$ cat src/rtl/cdv_pkg.sv
package cdv_pkg;
   // Duration limit of the phase the output is currently in.
   function automatic logic [15:0] phase_limit(input logic level,
                                               input logic [15:0] hi,
                                               input logic [15:0] lo);
      return level ? hi : lo;
   endfunction
endpackage

$ cat src/rtl/cdv_phase_wait.sv
module cdv_phase_wait #(
   parameter int OFS_W = 4
) (
   input  logic             clk,
   input  logic             hold,
   input  logic             freeze,
   input  logic [OFS_W-1:0] ofs,
   output logic             go,
   output logic             running
);
   logic [OFS_W-1:0] wcnt_q;
   logic             reached;

   assign reached = (wcnt_q >= ofs);
   assign go      = running | reached;

   always_ff @(posedge clk) begin
      if (hold) begin
         wcnt_q  <= '0;
         running <= 1'b0;
      end else if (!freeze && !running) begin
         if (reached) running <= 1'b1;
         else         wcnt_q  <= wcnt_q + 1'b1;
      end
   end
endmodule

$ cat src/rtl/cdv_duty_counter.sv
module cdv_duty_counter
   import cdv_pkg::*;
#(
   parameter int CNT_W = 4
) (
   input  logic             clk,
   input  logic             hold,
   input  logic             freeze,
   input  logic             step,
   input  logic             start_lvl,
   input  logic [CNT_W-1:0] hi,
   input  logic [CNT_W-1:0] lo,
   output logic             level,
   output logic [CNT_W-1:0] cnt_q
);
   logic [15:0]      lim_w;
   logic [CNT_W-1:0] lim;

   assign lim_w = phase_limit(level, 16'(hi), 16'(lo));
   assign lim   = lim_w[CNT_W-1:0];

   always_ff @(posedge clk) begin
      if (hold) begin
         level <= start_lvl;
         cnt_q <= '0;
      end else if (!freeze && step) begin
         if (cnt_q >= lim) begin
            level <= ~level;
            cnt_q <= '0;
         end else begin
            cnt_q <= cnt_q + 1'b1;
         end
      end
   end
endmodule

$ cat src/rtl/cdv_out_select.sv
module cdv_out_select #(
   parameter bit HAS_BYPASS = 1'b1
) (
   input  logic clk,
   input  logic bypass,
   input  logic ign_sync,
   input  logic force_hi,
   input  logic pwr_dn,
   input  logic div_lvl,
   output logic clk_out
);
   logic core_lvl;
   logic path_lvl;

   assign core_lvl = ign_sync ? force_hi : div_lvl;

   generate
      if (HAS_BYPASS) begin : g_bypass
         assign path_lvl = bypass ? clk : core_lvl;
      end else begin : g_no_bypass
         logic unused_byp;
         assign unused_byp = bypass ^ clk;
         assign path_lvl   = core_lvl;
      end
   endgenerate

   assign clk_out = pwr_dn ? 1'b0 : path_lvl;
endmodule

$ cat src/rtl/cdv_channel.sv
module cdv_channel #(
   parameter int CNT_W      = 4,
   parameter int OFS_W      = 4,
   parameter bit HAS_BYPASS = 1'b1
) (
   input  logic             clk,
   input  logic             rst,
   input  logic             sync_in,
   input  logic [CNT_W-1:0] hi_cnt,
   input  logic [CNT_W-1:0] lo_cnt,
   input  logic             bypass,
   input  logic             ign_sync,
   input  logic             force_hi,
   input  logic             start_hi,
   input  logic [OFS_W-1:0] phase_ofs,
   input  logic             pwr_dn,
   output logic             clk_out
);
   generate
      if (CNT_W < 1 || CNT_W > 16) begin : g_bad_cnt
         $error("cdv_channel: CNT_W must lie in 1..16");
      end
      if (OFS_W < 1) begin : g_bad_ofs
         $error("cdv_channel: OFS_W must be at least 1");
      end
   endgenerate

   logic             pd_seen;
   logic             pd_exit;
   logic             hold;
   logic             freeze;
   logic             go;
   logic             running;
   logic             div_q;
   logic [CNT_W-1:0] cnt_q;

   assign pd_exit = pd_seen & ~pwr_dn;
   assign hold    = rst | (~pwr_dn & ((sync_in & ~ign_sync) | pd_exit));
   assign freeze  = pwr_dn & ~rst;

   always_ff @(posedge clk) begin
      if (rst)          pd_seen <= 1'b0;
      else if (pwr_dn)  pd_seen <= 1'b1;
      else if (pd_exit) pd_seen <= 1'b0;
   end

   cdv_phase_wait #(.OFS_W(OFS_W)) u_wait (
      .clk     (clk),
      .hold    (hold),
      .freeze  (freeze),
      .ofs     (phase_ofs),
      .go      (go),
      .running (running)
   );

   cdv_duty_counter #(.CNT_W(CNT_W)) u_duty (
      .clk       (clk),
      .hold      (hold),
      .freeze    (freeze),
      .step      (go),
      .start_lvl (start_hi),
      .hi        (hi_cnt),
      .lo        (lo_cnt),
      .level     (div_q),
      .cnt_q     (cnt_q)
   );

   cdv_out_select #(.HAS_BYPASS(HAS_BYPASS)) u_sel (
      .clk      (clk),
      .bypass   (bypass),
      .ign_sync (ign_sync),
      .force_hi (force_hi),
      .pwr_dn   (pwr_dn),
      .div_lvl  (div_q),
      .clk_out  (clk_out)
   );
endmodule

$ cat config.mk
export PLATFORM = sky130hd
export DESIGN_NAME = cdv_channel
export DESIGN_NICKNAME = d
export VERILOG_FILES = /design/src/rtl/cdv_pkg.sv /design/src/rtl/cdv_phase_wait.sv /design/src/rtl/cdv_duty_counter.sv /design/src/rtl/cdv_out_select.sv /design/src/rtl/cdv_channel.sv
export SDC_FILE = /design/constraint.sdc
export NUM_CORES = 1
export LEC_CHECK = 0
export CORE_MARGIN = 4
export CORE_UTILIZATION = 49
export DETAILED_ROUTE_END_ITERATION = 8
export HOLD_SLACK_MARGIN = 0.12
export PLACE_DENSITY = 0.88
export SLEW_MARGIN = 20
export SYNTH_ARGS = -nofsm -noshare
export SYNTH_HDL_FRONTEND = slang
export SYNTH_SLANG_ARGS = --single-unit
$ cat constraint.sdc
create_clock -name clk -period 4.85 [get_ports clk]
set_clock_uncertainty 0.1 [all_clocks]
set_input_delay 0.97 -clock clk [delete_from_list [all_inputs] [get_ports clk]]
set_output_delay 0.97 -clock clk [all_outputs]
set_load 0.02 [all_outputs]
==> results_dict.tcl, run 1 <==
set metrics [dict create \
    ys_seq_area_share_pct 30.77 \
    antenna_left 0 \
    slew_viol_final 0 \
    hp-class "flop to flop" \
    postLayoutCoreUtil_pct 73.81 \
    slowest_stage "clkdlybuf4s50_1" \
    synthTopCellsByCount "10 x dfxtp_1, 10 x ha_1, 10 x nor2_1, 9 x a21oi_1, 8 x inv_1" \
    synthCells 89 \
    gp_congestion 0.6917 \
    grt_max_degree 13 \
    chipHeight_um 47.08 \
    synthFlopType "dfxtp_1" \
    cp.required_ns 3.78 \
    routed_via_density 5.643 \
    leakage_nw 0.4353 \
    portBuffers 20 \
    synthArstFlopShare_pct 0 \
    tightest_slew_ns 0.7875 \
    grt_pass1_vias 787 \
    synth.distinct_cells 25 \
    hold_slack_ns 0.4123 \
    synth.cell_area_um2 748.2 \
    final_cell_area_um2 1008 \
    path_max_fanout 2 \
    postCtsHoldBufs 0 \
    cts_tree "done" \
    ys_seq_elements 11 \
    syn_nets 119 \
    antenna_found_initial 0 \
    nNetsFinal 145 \
    dpl.hpwl_mm 1.404 \
    worst-endpoint-arrival_ns 3.34 \
    ys_warn_count 0 \
    rows 13 \
    syn_avg_cell_area_um2 8.407 \
    max_stage_delay_ns 0.53 \
    start_util_pct 54.76 \
    clk_pin_slew_ns 0.07 \
    drt_iter0_drc 18 \
    ir_worst_vdd_mv 0.1899 \
    dr.pass1.iters 4 \
    grt_setup_unrepaired "no" \
    io_pins 21 \
    status "finished, final reports clean" \
    dr_total_vias 728 \
    path_cells "clkbuf_4 -> clkbuf_4 -> a21oi_1 -> nor2_1 -> clkdlybuf4s50_1" \
    yosysTopAreaCellShare_pct 26.76 \
    drive_above_1_share_pct 8.772 \
    finalHoldViolations 0 \
    wire_per_inst_um 14.63 \
    min_from "u_wait.wcnt_q[3]" \
    start_kind "clock port" \
    setup_violations 0 \
    slew_headroom_pct 47.39 \
    cts_resized 0 \
    grt_use_total_pct 21.34 \
    finalSetupTns_ns 0 \
    yosysTopAreaCell "dfxtp_1" \
    synth_area_leaders "dfxtp_1 27%, ha_1 17%, mux2i_1 6.7%, a21oi_1 6.0%, nor2_1 5.0%" \
    totalPowerFinal_mw 0.2752 \
    die_area_um2 2216 \
    r2r-start "u_duty.level" \
    insertion_delay_ns 0.39 \
    power.density_nw_per_um2 272.8 \
    grt_pass1_wl_mm 3.077 \
    cpMostUsedCell "clkbuf_4" \
    diodes 0 \
    worstSetupEndpointType "output pin" \
    drc 0 \
    worstSetupPathType "clock port to output pin" \
    core_um2 1366 \
    drt-total-wl_mm 1.887 \
    area_growth_pct 34.78 \
    dieWidth_um 47.08 \
    drv_cap 0 \
    crit_start "clk" \
    place_area_um2 959.7 \
    synth_edf_count 1 \
    cts_setup_buffers 0 \
    grt_overflow 0 \
]
## flip-flops by register name (all words and copies together) (netlist names)
name,cells
u_wait.wcnt_q,4
u_duty.cnt_q,4
u_duty.level,1
u_wait.running,1
pd_seen,1
## routing by layer
layer  routed length [um]  track usage (%)  up-vias
met5                    0                0        -
met3                  104            10.34       12
met4                   76            16.57        0
met2                  973            34.96       19
li1                     -                -      367
met1                  733            20.32      330
## placed cells by master, fill, tap and decap left out
| cell | count |
|---|---|
| nor3b_2 | 1 |
| a2111o_1 | 1 |
| mux2_2 | 1 |
| o21bai_1 | 2 |
| o21ai_0 | 5 |
| xnor2_1 | 2 |
| a21oi_1 | 9 |
| a31oi_1 | 1 |
| edfxtp_1 | 1 |
| nand2_1 | 6 |
| nand4b_1 | 1 |
| o211ai_1 | 1 |
| mux2i_1 | 5 |
| clkbuf_1 | 1 |
| o211ai_2 | 1 |
| nand2b_1 | 2 |
| dfxtp_1 | 10 |
| nor2_1 | 10 |
| nand3_1 | 6 |
| clkdlybuf4s50_1 | 20 |
| and2_1 | 1 |
| clkbuf_4 | 6 |
| a211oi_2 | 1 |
| ha_1 | 10 |
| nor3_1 | 1 |
| or3_1 | 1 |
| inv_1 | 8 |
## cell families after synthesis
group	after synthesis	share of synthesized area, %
AO/OA/AOI/OAI	21	18.06
XOR/XNOR	2	2.342
adder cells (fa/ha/maj)	10	16.72
buffers and inverters	10	5.017
flip-flops	11	30.77
multiplexers	6	8.194
AND/OR/NAND/NOR	29	18.90
## power breakdown
group / switching, mW / internal (mW) / leakage (nW)
Sequential: 0.00566 / 0.0972 / 0.0914
Clock: 0.0449 / 0.0643 / 0.0358
Combinational: 0.0289 / 0.0343 / 0.308
## final cells by class
| class | instances | area [um^2] |
|---|---|---|
| timing repair buffer | 19 | 190.2 |
| inverter | 8 | 30.03 |
| multi-input combinational | 68 | 480.5 |
| clock buffer | 8 | 58.81 |
| sequential | 11 | 230.2 |
| fill | 97 | 357.8 |
| tap | 15 | 18.77 |
## per-stage QoR
stage / setup slack [ns] / cells
floorplan: 1.146 / 89
global placement: 0.6928 / 122
detailed placement: 0.6915 / 122
CTS: 0.4289 / 129
global route: 0.3708 / 129
finish: 0.4420 / 129
## path summary, 6_finish.rpt
path / slack [ns] / to / depth (start not counted)
worst max-delay path: 0.44 / clk_out / 5
worst min-delay path: 0.41 / u_wait.wcnt_q[3] / 2
worst max register to register: 2.52 / u_duty.cnt_q[3] / 7
worst min register to register: 0.41 / u_wait.wcnt_q[3] / 2
## critical path, delay by kind of cell
kind	cells	cell delay (ns)
compound gates	1	0.11
buf+inv	3	0.76
simple gates	1	0.05
Note: power is estimated with default switching activity, not from simulation.
==> inputs of run 2 (changes only) <==
--- a/config.mk
+++ b/config.mk
@@ -6,10 +6,11 @@
 export NUM_CORES = 1
 export LEC_CHECK = 0
 export CORE_MARGIN = 4
-export CORE_UTILIZATION = 49
+export CORE_UTILIZATION = 52
+export CTS_BUF_LIST = sky130_fd_sc_hd__clkbuf_4
 export DETAILED_ROUTE_END_ITERATION = 8
 export HOLD_SLACK_MARGIN = 0.12
-export PLACE_DENSITY = 0.88
+export PLACE_DENSITY = 0.92
 export SLEW_MARGIN = 20
 export SYNTH_ARGS = -nofsm -noshare
 export SYNTH_HDL_FRONTEND = slang
==> run 2 against run 1 <==
Effect of this change: cell area rose by 0.37%; register-to-register slack barely moved; critical endpoint unchanged; flip-flop and latch count unchanged.
==> results_dict.tcl, run 2 (synthesized netlist as in run 1, its figures left out) <==
set metrics [dict create \
    grt_pass1_wl_mm 3.091 \
    insertion_delay_ns 0.39 \
    drv_cap 0 \
    power.density_nw_per_um2 279.5 \
    status "finished, final reports clean" \
    worstSetupPathType "clock port to output pin" \
    dpl.hpwl_mm 1.407 \
    drc 0 \
    endpoint "clk_out" \
    ff2ff_path_depth 6 \
    routed_via_density 5.744 \
    area_growth_pct 35.28 \
    dr.pass1.iters 4 \
    clk_pin_slew_ns 0.07 \
    start_util_pct 56.10 \
    tightest_slew_ns 0.8701 \
    r2r-start "u_duty.level" \
    core_um2 1334 \
    r2r_end "u_duty.level" \
    die_area_um2 2110 \
    setup_violations 0 \
    reg.largest.list "u_duty.cnt_q (4), u_wait.wcnt_q (4)" \
    leakage_nw 0.4388 \
    cts_resized 0 \
    cp.required_ns 3.78 \
    reg2reg_setup_slack_ns 2.51 \
    use_met2_pct 34.62 \
    finalSetupTns_ns 0 \
    grt-busiest-layer "met2" \
    antenna_found_initial 0 \
    worst-endpoint-arrival_ns 3.35 \
    cts_tree "done" \
    diodes 0 \
    chipHeight_um 45.93 \
    final_cell_mix "20 x clkdlybuf4s50_1, 10 x nor2_1, 10 x ha_1, 10 x dfxtp_1, 9 x a21oi_1" \
    drive_above_1_share_pct 9.649 \
    slew_headroom_pct 41.87 \
    drt_iter0_drc 12 \
    nNetsFinal 145 \
    antenna_left 0 \
    io_pins 21 \
    path_max_fanout 2 \
    postLayoutCoreUtil_pct 75.89 \
    drt-total-wl_mm 1.854 \
    grt_setup_unrepaired "no" \
    portBuffers 20 \
    grt_overflow 0 \
    rows 13 \
    dr_total_vias 741 \
    worstSetupEndpointType "output pin" \
    hp-class "flop to flop" \
    layout_commonest_cell "clkdlybuf4s50_1" \
    grt_pass1_vias 761 \
    grt_use_met3_pct 13.04 \
    grt_use_total_pct 21.73 \
    use_met1_pct 20.75 \
    start_kind "clock port" \
    dieWidth_um 45.93 \
    ir_worst_vdd_mv 0.1777 \
    finalHoldViolations 0 \
    grt_max_degree 13 \
    slew_viol_final 0 \
    wire_per_inst_um 14.37 \
    gp_congestion 0.7046 \
    cts_setup_buffers 0 \
    postCtsHoldBufs 0 \
    crit_start "clk" \
]
-- run 2: cell counts in the layout (fill, tap and decap cells not counted) --
Identical to the previous run, type by type.
-- run 2: layer usage --
layer  wire length, um  part of all wire [%]  vias up
met5                 0                     0        -
met4                56                   3.0        0
met3               140                   7.6       10
met2               954                    51       23
met1               703                    38      343
li1                  -                     -      365
-- run 2: worst min path at each step --
stage	from	end	slack, ns	depth (start not counted)
finish	u_wait.wcnt_q[3]	u_wait.wcnt_q[3]	0.39	2
floorplan	u_wait.running	u_wait.running	0.36	2
detailed placement	u_wait.running	u_wait.running	0.38	2
CTS	u_wait.wcnt_q[3]	u_wait.wcnt_q[3]	0.40	2
global placement	u_wait.wcnt_q[3]	u_wait.wcnt_q[3]	0.37	2
global route	u_wait.wcnt_q[3]	u_wait.wcnt_q[3]	0.41	2
-- run 2: metrics by stage --
stage | total power, mW | area [um^2] | setup slack, ns | cells | hold slack [ns]
final | 0.2829 | 1012 | 0.4302 | 129 | 0.3941
after global routing | 0.3003 | 1012 | 0.3673 | 129 | 0.4131
after CTS | 0.2846 | 1012 | 0.4167 | 129 | 0.3967
after detailed placement | 0.1785 | 959.7 | 0.6921 | 122 | 0.3816
after global placement | 0.1720 | 959.7 | 0.6925 | 122 | 0.3738
after floorplan | 0.1474 | 748.2 | 1.146 | 89 | 0.3573
-- run 2: power breakdown --
| group | leakage (nW) | internal (mW) | switching (mW) | total, mW |
|---|---|---|---|---|
| combinational | 0.308 | 0.0344 | 0.0296 | 0.0640 |
| clock | 0.0392 | 0.0700 | 0.0457 | 0.116 |
| sequential | 0.0914 | 0.0972 | 0.00586 | 0.103 |
-- run 2: final cells by class --
class / count / area, um^2
clock buffers: 8 / 62.56
fillers: 91 / 321.6
inverters: 8 / 30.03
multi-input cells: 68 / 480.5
flip-flops and latches: 11 / 230.2
well taps: 15 / 18.77
repair buffers: 19 / 190.2
-- run 2: critical path: stages --
cell,delay [ns]
clkbuf_4,0.11
clkbuf_4,0.12
a21oi_1,0.12
nor2_1,0.05
clkdlybuf4s50_1,0.53
==> inputs of run 3 (changes only) <==
--- a/config.mk
+++ b/config.mk
@@ -8,6 +8,7 @@
 export CORE_MARGIN = 4
 export CORE_UTILIZATION = 52
 export CTS_BUF_LIST = sky130_fd_sc_hd__clkbuf_4
+export CTS_CLUSTER_SIZE = 12
 export DETAILED_ROUTE_END_ITERATION = 8
 export HOLD_SLACK_MARGIN = 0.12
 export PLACE_DENSITY = 0.92
==> results of run 3 <==
No change in the layout: final DEF, timing and power equal those of run 2.
